### config.mk
export PLATFORM = sky130hd
export DESIGN_NAME = sysctl_regs
export DESIGN_NICKNAME = d
export VERILOG_FILES = /design/src/rtl/sysctl_regs.sv
export SDC_FILE = /design/constraint.sdc
export NUM_CORES = 1
export LEC_CHECK = 0
export ABC_AREA = 1
export BUFFER_PORTS_ARGS = -buffer_cell sky130_fd_sc_hd__buf_2
export CELL_PAD_IN_SITES_DETAIL_PLACEMENT = 1
export CELL_PAD_IN_SITES_GLOBAL_PLACEMENT = 2
export CORE_ASPECT_RATIO = 2
export CORE_MARGIN = 4
export CORE_UTILIZATION = 34
export CTS_CLUSTER_SIZE = 30
export DETAILED_ROUTE_END_ITERATION = 16
export GPL_TIMING_DRIVEN = 1
export PLACE_DENSITY = 0.81
export SLEW_MARGIN = 20
export SYNTH_ARGS = -nofsm -noshare
export SYNTH_HDL_FRONTEND = slang
export SYNTH_SLANG_ARGS = --single-unit
### constraint.sdc
create_clock -name clk -period 2.4 [get_ports clk]
set_input_delay 0 -clock clk [delete_from_list [all_inputs] [get_ports clk]]
set_output_delay 0 -clock clk [all_outputs]
set_load 0.05 [all_outputs]
### src/rtl/sysctl_regs.sv
module sysctl_regs #(
  parameter int ADDR_W = 16
) (
  input  logic              clk,
  input  logic              rst_n,
  input  logic [ADDR_W-1:0] addr,
  input  logic              wr_en,
  input  logic              rd_en,
  input  logic [7:0]        wdata,
  output logic [7:0]        rdata,
  output logic              soft_reset,
  output logic              little_endian,
  output logic              disk_led,
  output logic [3:0]        sys_ctrl,
  output logic              noncontig_map,
  output logic [1:0]        lock_pulse,
  output logic              bad_access
);
  localparam logic [ADDR_W-1:0] P_RST  = ADDR_W'(16'h0092);
  localparam logic [ADDR_W-1:0] P_ID0  = ADDR_W'(16'h0800);
  localparam logic [ADDR_W-1:0] P_ID1  = ADDR_W'(16'h0802);
  localparam logic [ADDR_W-1:0] P_ID2  = ADDR_W'(16'h0803);
  localparam logic [ADDR_W-1:0] P_LED  = ADDR_W'(16'h0808);
  localparam logic [ADDR_W-1:0] P_EQP  = ADDR_W'(16'h080C);
  localparam logic [ADDR_W-1:0] P_LK1  = ADDR_W'(16'h0810);
  localparam logic [ADDR_W-1:0] P_LK2  = ADDR_W'(16'h0812);
  localparam logic [ADDR_W-1:0] P_INV  = ADDR_W'(16'h0814);
  localparam logic [ADDR_W-1:0] P_KEY  = ADDR_W'(16'h0818);
  localparam logic [ADDR_W-1:0] P_CTL  = ADDR_W'(16'h081C);
  localparam logic [ADDR_W-1:0] P_L2S  = ADDR_W'(16'h0823);
  localparam logic [ADDR_W-1:0] P_MAP  = ADDR_W'(16'h0850);
  localparam logic [ADDR_W-1:0] P_SC0  = ADDR_W'(16'h0398);
  localparam logic [ADDR_W-1:0] P_SC1  = ADDR_W'(16'h0399);

  logic [7:0] scratch0, scratch1;
  logic [7:0] rd_val;
  logic       rd_hit, wr_hit;

  always_comb begin
    rd_hit = 1'b1;
    rd_val = 8'hFF;
    unique case (addr)
      P_RST:   rd_val = 8'h00;
      P_ID0:   rd_val = 8'hEF;
      P_ID1:   rd_val = 8'hAD;
      P_ID2:   rd_val = 8'hE0;
      P_EQP:   rd_val = 8'h3C;
      P_LK1:   rd_val = 8'h39;
      P_INV:   rd_val = 8'hFF;
      P_KEY:   rd_val = 8'h00;
      P_CTL:   rd_val = {4'b0, sys_ctrl};
      P_L2S:   rd_val = 8'h03;
      P_MAP:   rd_val = {7'b0, noncontig_map};
      P_SC0:   rd_val = scratch0;
      P_SC1:   rd_val = scratch1;
      default: rd_hit = 1'b0;
    endcase
  end

  assign wr_hit = (addr == P_RST) || (addr == P_ID0) || (addr == P_ID1) ||
                  (addr == P_ID2) || (addr == P_LED) || (addr == P_LK1) ||
                  (addr == P_LK2) || (addr == P_INV) || (addr == P_CTL) ||
                  (addr == P_MAP) || (addr == P_SC0) || (addr == P_SC1);

  always_ff @(posedge clk or negedge rst_n) begin
    if (!rst_n) begin
      rdata         <= 8'h00;
      soft_reset    <= 1'b0;
      little_endian <= 1'b0;
      disk_led      <= 1'b0;
      sys_ctrl      <= 4'h0;
      noncontig_map <= 1'b0;
      lock_pulse    <= 2'b00;
      bad_access    <= 1'b0;
      scratch0      <= 8'h00;
      scratch1      <= 8'h00;
    end else begin
      if (rd_en) rdata <= rd_val;
      lock_pulse <= {wr_en && addr == P_LK2, wr_en && addr == P_LK1};
      bad_access <= (rd_en && !rd_hit) || (wr_en && !wr_hit);
      if (wr_en) begin
        if (addr == P_RST) begin
          soft_reset    <= wdata[0];
          little_endian <= wdata[1];
        end
        if (addr == P_LED) disk_led      <= wdata[0];
        if (addr == P_CTL) sys_ctrl      <= wdata[3:0];
        if (addr == P_MAP) noncontig_map <= wdata[0];
        if (addr == P_SC0) scratch0      <= wdata;
        if (addr == P_SC1) scratch1      <= wdata;
      end
    end
  end
endmodule

==> impl_summary.log, run 1 <==
INFO  metric floorplan.initialDensity = between 30% and 40%
INFO  metric area_growth_syn_to_layout = 22.6%
INFO  metric post_route_cells_drive_above_1_share = 37.1%
INFO  metric critical_path.endpoint_type = register
INFO  metric tns = 0 ns
INFO  metric post-route-drc-count = 0
INFO  metric fmaxAchievable = 859 MHz
INFO  metric synth-warning-count = 0
INFO  metric antenna_violations_before_repair = 0
INFO  metric syn-mean-instance-area = 8.24 um2
INFO  metric final_period_minus_worst_setup_slack = 1.16 ns
INFO  metric setup_violations = 0
INFO  metric hold_crit_path_type = in2reg
INFO  metric critical_path.max_stage_delay = 0.36 ns
INFO  metric required = 2.56 ns
INFO  metric io_buffer_count = 46
INFO  metric netlist_top_cells_area = sky130_fd_sc_hd__dfrtp_1 39%, sky130_fd_sc_hd__nand2_1 7.7%, sky130_fd_sc_hd__nor2_1 7.1%
INFO  metric synth-async-reset-ratio = 100%
INFO  metric path_cells = buf_2, nor2_2, nand2_2, nor2_4, nand2_4, nor2_8, mux2_2
INFO  metric powerDensity = 510 nW/um2
INFO  metric maxSlewViolCount = 0
INFO  metric initial_detailed_routing_violation_count = 41
INFO  metric detail_route.vias_per_cell = 4.68
INFO  metric leakagePower = 0.00148 uW
INFO  metric critPathSlowestCell = sky130_fd_sc_hd__mux2_2
INFO  metric crit_arrival = 1.33 ns
INFO  metric run_status = finished clean
INFO  metric fraction_of_the_cycle_the_final_worst_path_needs = around half
INFO  metric die_h = between 100 and 150 um
INFO  metric post-cts-setup-buffer-count = 0
INFO  metric grt_setup_unrepaired = no
INFO  metric synth_common_cells = 46 x sky130_fd_sc_hd__nand2_1, 42 x sky130_fd_sc_hd__nor2_1, 35 x sky130_fd_sc_hd__dfrtp_1
INFO  metric share_of_yosys_cell_area_claimed_by_the_top_area_cell_type = 39.2%
INFO  metric critical_path.reg2reg.endpoint = rdata[6]
INFO  metric grt_max_degree = 36
INFO  metric timing.slew.headroom = 47.9%
INFO  metric synth_net_count = 299
INFO  metric grt_pass1_vias = 2,081
INFO  metric startpoint_type = input pin
INFO  metric final_hold_viol_count = 0
INFO  metric worstMarginPinSlew = between 0.7 and 0.8 ns
INFO  metric wl_per_cell = 14.0 um
INFO  metric worst_setup_path_endpoint = scratch1[2]
INFO  metric h-tree-depth = 2
INFO  metric grt_pass1_wl = 9840 um
INFO  metric syn_area = about 2200 um2
INFO  metric postSynth.topFlopCell = sky130_fd_sc_hd__dfrtp_1
INFO  metric globalRoute.totalOverflow = 0
INFO  metric total_number_of_vias = 1,929
INFO  metric synth_enable_flop_cells = 0
INFO  metric cts.sink_count = 35
INFO  metric worst_r2r_startpoint = scratch0[6]
INFO  metric postSynthCellCount = 271
INFO  metric drt_pass1_iterations = 4
INFO  metric clk_pin_slew = around 0.05 ns
INFO  metric count_of_max_cap_constraint_violations = 0
INFO  metric utilization = 43.1%
INFO  metric fin_skew = 0.00406 ns
INFO  metric cts_hold_buf = 6
INFO  metric postCtsResizedCells = 0
INFO  metric timing_worst_setup_path_type = in2reg
INFO  metric floorplan.die_area = 8010 um2
INFO  metric cts-root-to-sink-buffers = 2
INFO  metric hpwl = between 4000 and 5000 um
INFO  metric critPathMaxFanout = 14
INFO  metric postSynthRegisterBits = 35
INFO  metric die-width = 65.3 um
INFO  metric cts-buffers-inserted = 5
INFO  metric rrSetupSlack = 1.42 ns
INFO  metric tot_gr_track_use = 16.0%
INFO  metric tritoncts = yes
INFO  metric num_antenna_cells = 0
INFO  metric post_synth_num_cell_types = 27
INFO  metric clkLatencyLatePin = 0.28 ns
INFO  metric final_net_count = 353
INFO  metric wl_final = approximately 5800 um
INFO  metric peak_supply_drop = 0.000570 V
INFO  metric layout_setup_ws = roughly 1.2 ns
INFO  metric core_region_area = 6360 um2
INFO  metric synth_sequential_area_ratio = 39.2%
INFO  metric r2r_cells = 4
INFO  metric start_point_of_the_critical_path = addr[11]
INFO  metric dp_slack = 0.936 ns
INFO  metric gp_congestion = 0.801
INFO  metric io-pin-count = 47
INFO  metric remaining_antenna_violation_count_after_routing = 0
INFO  metric synthMostInstantiatedCell = sky130_fd_sc_hd__nand2_1
INFO  metric row_count = 41
INFO  metric synth_top_area_cell = sky130_fd_sc_hd__dfrtp_1
INFO  metric clk_root_buffer_cell = sky130_fd_sc_hd__clkbuf_16
[cells in the final DEF, fill, tap and decap left out]
master,instances
sky130_fd_sc_hd__clkinvlp_4,1
sky130_fd_sc_hd__mux2_2,2
sky130_fd_sc_hd__a21oi_2,11
sky130_fd_sc_hd__buf_2,46
sky130_fd_sc_hd__clkbuf_8,2
sky130_fd_sc_hd__inv_1,26
sky130_fd_sc_hd__inv_2,6
sky130_fd_sc_hd__o31ai_1,1
sky130_fd_sc_hd__nor2_2,7
sky130_fd_sc_hd__nand3_1,27
sky130_fd_sc_hd__nor2_4,8
sky130_fd_sc_hd__and2_4,1
sky130_fd_sc_hd__nor3_1,6
sky130_fd_sc_hd__o21a_1,7
sky130_fd_sc_hd__nor4_1,1
sky130_fd_sc_hd__nor2_8,4
sky130_fd_sc_hd__nor4_4,1
sky130_fd_sc_hd__nand2_2,15
sky130_fd_sc_hd__nand2_1,46
sky130_fd_sc_hd__nor2_1,42
sky130_fd_sc_hd__dlygate4sd3_1,6
sky130_fd_sc_hd__clkbuf_16,5
sky130_fd_sc_hd__o21ai_0,7
sky130_fd_sc_hd__nand3_4,1
sky130_fd_sc_hd__dfrtp_1,35
sky130_fd_sc_hd__a21oi_1,1
sky130_fd_sc_hd__nand2_4,4
sky130_fd_sc_hd__nand3_2,2
sky130_fd_sc_hd__o21ai_2,5
[sequential cells by signal (all words and copies together), names as in the netlist]
signal and flops:
soft_reset 1, noncontig_map 1, lock_pulse 2, scratch0 8, sys_ctrl 4, scratch1 8, disk_led 1, little_endian 1
rdata 8, bad_access 1
[how the worst min path moves through the flow]
stage,startpoint,slack [ns],depth (start not counted),endpoint
after global routing,wdata[0],0.02,3,disk_led
after CTS,wdata[0],0.00004,3,disk_led
after global placement,rst_n,0.14,1,rdata[3]
final,wdata[3],0.002,3,scratch0[3]
after detailed placement,rst_n,0.13,1,rdata[3]
after floorplan,rst_n,-0.30,0,bad_access
[worst max-delay path, delay by kind of cell]
kind	cells	cell delay [ns]
buffers and inverters	1	0.11
muxes	1	0.36
and+or+nand+nor	5	0.85
[power breakdown]
group	leakage, uW	switching [uW]	total [uW]	internal [uW]
logic	0.000991	79.9	120	39.8
registers	0.000412	0.282	592	592
clock network	0.0000761	244	685	441
total	0.00148	324	1400	1070
[final cells by class]
cell class | count | area (um2)
Timing Repair Buffer | 52 | 290
Sequential cell | 35 | 876
Inverter | 32 | 120
Tap cell | 86 | 108
Multi-Input combinational cell | 199 | 1180
Clock inverter | 1 | 7.51
Clock buffer | 7 | 153
Fill cell | 837 | 3620
[layer usage]
layer	track usage, %	routed length [um]	part of all wire (%)	up-vias
li1	-	-	-	963
met1	16.7	2070	36	930
met2	31.6	3480	60	30
met3	2.56	155	2.7	6
met4	4.81	76	1.3	0
met5	0	0	0	-
[metrics by stage]
stage / hold slack [ns] / total power, uW / area [um2] / instances
final: 0.00153 / 1400 / 2740 / 412
after floorplan: -0.296 / 660 / 2230 / 271
after detailed placement: 0.134 / 718 / 2520 / 398
after CTS: 0.0000370 / 1420 / 2740 / 412
after global routing: 0.0171 / 1470 / 2740 / 412
after global placement: 0.136 / 717 / 2520 / 398
[cell families after synthesis]
kind of cell / after synthesis / share of synthesized area [%]
and+or+nand+nor: 165 / 41.3
buffers and inverters: 37 / 7.73
DFF: 35 / 39.2
AOI/OAI and AO/OA: 32 / 10.8
muxes: 2 / 1.01
Note: power is estimated with default switching activity, not from simulation.
==> inputs of run 2 (changes only) <==
--- a/config.mk
+++ b/config.mk
@@ -11,11 +11,11 @@
 export CELL_PAD_IN_SITES_GLOBAL_PLACEMENT = 2
 export CORE_ASPECT_RATIO = 2
 export CORE_MARGIN = 4
-export CORE_UTILIZATION = 34
+export CORE_UTILIZATION = 32
 export CTS_CLUSTER_SIZE = 30
 export DETAILED_ROUTE_END_ITERATION = 16
 export GPL_TIMING_DRIVEN = 1
-export PLACE_DENSITY = 0.81
+export PLACE_DENSITY = 0.77
 export SLEW_MARGIN = 20
 export SYNTH_ARGS = -nofsm -noshare
 export SYNTH_HDL_FRONTEND = slang
==> constraint.sdc (replaced) <==
create_clock -name clk -period 1.12 [get_ports clk]
set_input_delay 0 -clock clk [delete_from_list [all_inputs] [get_ports clk]]
set_output_delay 0 -clock clk [all_outputs]
set_load 0.05 [all_outputs]
==> impl_summary.log, run 2 (synthesis results as in run 1) <==
INFO  metric post_route_cells_drive_above_1_share = 43.6% (+6.5 points)
INFO  metric grt_max_degree = 21 (-42%)
INFO  metric floorplan.die_area = 8460 um2 (+5.7%)
INFO  metric cts-root-to-sink-buffers = 2 (unchanged)
INFO  metric multi_input_gate_area_in_the_final_layout = 1210 um2 (+1.8%)
INFO  metric final_net_count = 385 (+9.1%)
INFO  metric required = 1.29 ns (-1.27 ns)
INFO  metric die_h = 126 um (+2.9%)
INFO  metric worstHoldEndpoint = scratch0[3]
INFO  metric critical_path.endpoint_type = register
INFO  metric met2_usage = 34.7% (+3.1 points)
INFO  metric final_hold_viol_count = 0 (unchanged)
INFO  metric row_count = 42 (+2.4%)
INFO  metric dp_slack = -0.232 ns (-1.17 ns)
INFO  metric cell_internal_pwr = 2440 uW (+130%)
INFO  metric gp_congestion = 0.801 (about the same)
INFO  metric switching_share = 24.0% (+0.81 points)
INFO  metric drt_pass1_iterations = 3 (-1)
INFO  metric maxSlewViolCount = 0 (unchanged)
INFO  metric post-route-drc-count = 0 (unchanged)
INFO  metric timing.slew.headroom = 72.4% (+24 points)
INFO  metric floorplan.initialDensity = 33.2% (-1.9 points)
INFO  metric min-delay-start = wdata[3]
INFO  metric io-pin-count = 47 (unchanged)
INFO  metric worst_r2r_startpoint = sys_ctrl[2]
INFO  metric cts-buffers-inserted = 5 (unchanged)
INFO  metric gr-max-usage-layer = met2
INFO  metric final-seq-area = 876 um2 (unchanged)
INFO  metric cts.sink_count = 35 (unchanged)
INFO  metric power.share.combinational = 9.5% (+0.9 points)
INFO  metric clk_pin_slew = 0.05 ns (about the same)
INFO  metric antenna_violations_before_repair = 0 (unchanged)
INFO  metric wl_per_cell = 14.7 um (+4.5%)
INFO  metric critical_path.reg2reg.endpoint = rdata[2]
INFO  metric grt_pass1_vias = 2,325 (+12%)
INFO  metric tot_gr_track_use = 17.7% (+1.6 points)
INFO  metric utilization = 45.1% (+2.0 points)
INFO  metric clk_root_buffer_cell = sky130_fd_sc_hd__clkbuf_16
INFO  metric fraction_of_the_cycle_the_final_worst_path_needs = 92.5%
INFO  metric peak_supply_drop = 0.000936 V (+64%)
INFO  metric hpwl = 5320 um (+11%)
INFO  metric area_growth_syn_to_layout = 35.7%
INFO  metric grt_setup_unrepaired = no
INFO  metric rrSetupSlack = 0.12 ns (-1.30 ns)
INFO  metric count_of_max_cap_constraint_violations = 0 (unchanged)
INFO  metric setup_violations = 0 (unchanged)
INFO  metric h-tree-depth = 2 (unchanged)
INFO  metric tritoncts = yes
INFO  metric r2r_cells = 6 (+2)
INFO  metric critPathMaxFanout = 5 (-9)
INFO  metric final_cell_mix = 46 x sky130_fd_sc_hd__nand2_1, 46 x sky130_fd_sc_hd__buf_2, 38 x sky130_fd_sc_hd__nor2_1
INFO  metric tns = 0 ns (unchanged)
INFO  metric fmaxAchievable = between 900 and 1000 MHz
INFO  metric power.net_switching = 770 uW (+140%)
INFO  metric timing_worst_setup_path_type = in2reg
INFO  metric clkLatencyLatePin = 0.29 ns (about the same)
INFO  metric finalHoldWorstSlack = 0.0129 ns (+0.0114 ns)
INFO  metric worstMarginPinSlew = 0.414 ns (-0.367 ns)
INFO  metric final_period_minus_worst_setup_slack = 1.04 ns
INFO  metric groute.layer.met3.usage = 2.76% (+0.20 points)
INFO  metric post-cts-setup-buffer-count = 0 (unchanged)
INFO  metric hold_crit_path_type = in2reg
INFO  metric detail_route.vias_per_cell = 4.64 (-0.97%)
INFO  metric startpoint_type = input pin
INFO  metric die-width = 67.1 um (+2.7%)
INFO  metric crit_arrival = 1.20 ns (-0.13 ns)
INFO  metric largest_registers = rdata x8, scratch0 x8, scratch1 x8
INFO  metric layout_setup_ws = 0.0843 ns (-1.15 ns)
INFO  metric leakagePower = 0.00165 uW (+11%)
INFO  metric hold_path_depth = 3 (unchanged)
INFO  metric wl_final = 6540 um (+13%)
INFO  metric number_of_inserted_filler_cells_in_the_final_layout = 888 (+6.1%)
INFO  metric gr-usage-met1 = 17.5% (+0.77 points)
INFO  metric globalRoute.totalOverflow = 0 (unchanged)
INFO  metric powerDensity = 1060 nW/um2 (+110%)
INFO  metric sequentialPowerShare = 39.5% (-2.9 points)
INFO  metric power = 3210 uW (+130%)
INFO  metric io_buffer_count = 46 (unchanged)
INFO  metric initial_detailed_routing_violation_count = 34 (-17%)
INFO  metric core_region_area = 6730 um2 (+5.7%)
INFO  metric fin_skew = 0.00363 ns (-0.000426 ns)
INFO  metric run_status = finished clean
INFO  metric num_antenna_cells = 0 (unchanged)
INFO  metric share_clk_of_total_power = 51.0% (+2.0 points)
INFO  metric grt_pass1_wl = 11,300 um (+15%)
INFO  metric remaining_antenna_violation_count_after_routing = 0 (unchanged)
INFO  metric total_number_of_vias = 2,068 (+7.2%)
[run 2: changes by cell type in the layout (fill, tap and decap cells not counted), sizes merged]
cell         previous run  this run
clkinvlp                1         0
clkbuf                  7         5
buf                    46        76
clkinv                  0         2
bufinv                  0         1
dlygate4sd3             6         7
nor2                   61        62
[run 2: critical path, stage by stage]
cell and delay (ns):
sky130_fd_sc_hd__buf_2 0.09, sky130_fd_sc_hd__inv_1 0.07, sky130_fd_sc_hd__nor2_4 0.10, sky130_fd_sc_hd__nand2_2 0.14, sky130_fd_sc_hd__nor2_8 0.20, sky130_fd_sc_hd__nand2_4 0.12
sky130_fd_sc_hd__nor2_8 0.12, sky130_fd_sc_hd__mux2_2 0.35
[run 2: timing repair]
item,CTS,global route
resized for setup,0,4
setup endpoints to repair,0,14
hold endpoints to repair,28,0
hold buffers,7,0
[run 2: area by class of cell]
| type | instances | share of cell area (%) |
|---|---|---|
| multi-input cells | 200 | 39.8 |
| flip-flops and latches | 35 | 28.9 |
| repair buffers | 83 | 18.2 |
| clock buffers | 5 | 4.13 |
| inverters | 32 | 3.96 |
| well taps | 88 | 3.63 |
| clock inverters | 3 | 1.44 |
[run 2: per-stage QoR]
stage | cell area, um2 | cells
final | 3030 | 446
after global routing | 3030 | 446
after CTS | 3010 | 445
after detailed placement | 2770 | 430
after global placement | 2770 | 430
after floorplan | 2230 | 271
[run 2: power by group through the flow]
stage                     clock network, uW  logic (uW)  registers (uW)
after floorplan                           0         116            1300
after global placement                    0         280            1290
after detailed placement                  0         286            1290
after CTS                              1670         306            1270
after global routing                   1710         344            1270
final                                  1630         304            1270
[run 2: how the worst max path moves through the flow]
stage / start / to / slack [ns] / depth (start not counted)
global placement: addr[1] / rdata[5] / -0.21 / 9
floorplan: sys_ctrl[2] / rdata[2] / 0.006 / 6
finish: addr[4] / scratch1[2] / 0.08 / 8
detailed placement: addr[8] / rdata[5] / -0.23 / 9
CTS: addr[8] / bad_access / 0.04 / 9
global route: addr[7] / scratch1[5] / 0.002 / 10
[run 2: layer usage]
layer  vias up  share of wire (%)
met5         -                  0
met1      1002                 34
li1       1033                  -
met3         8                2.7
met2        25                 61
met4         0                1.8
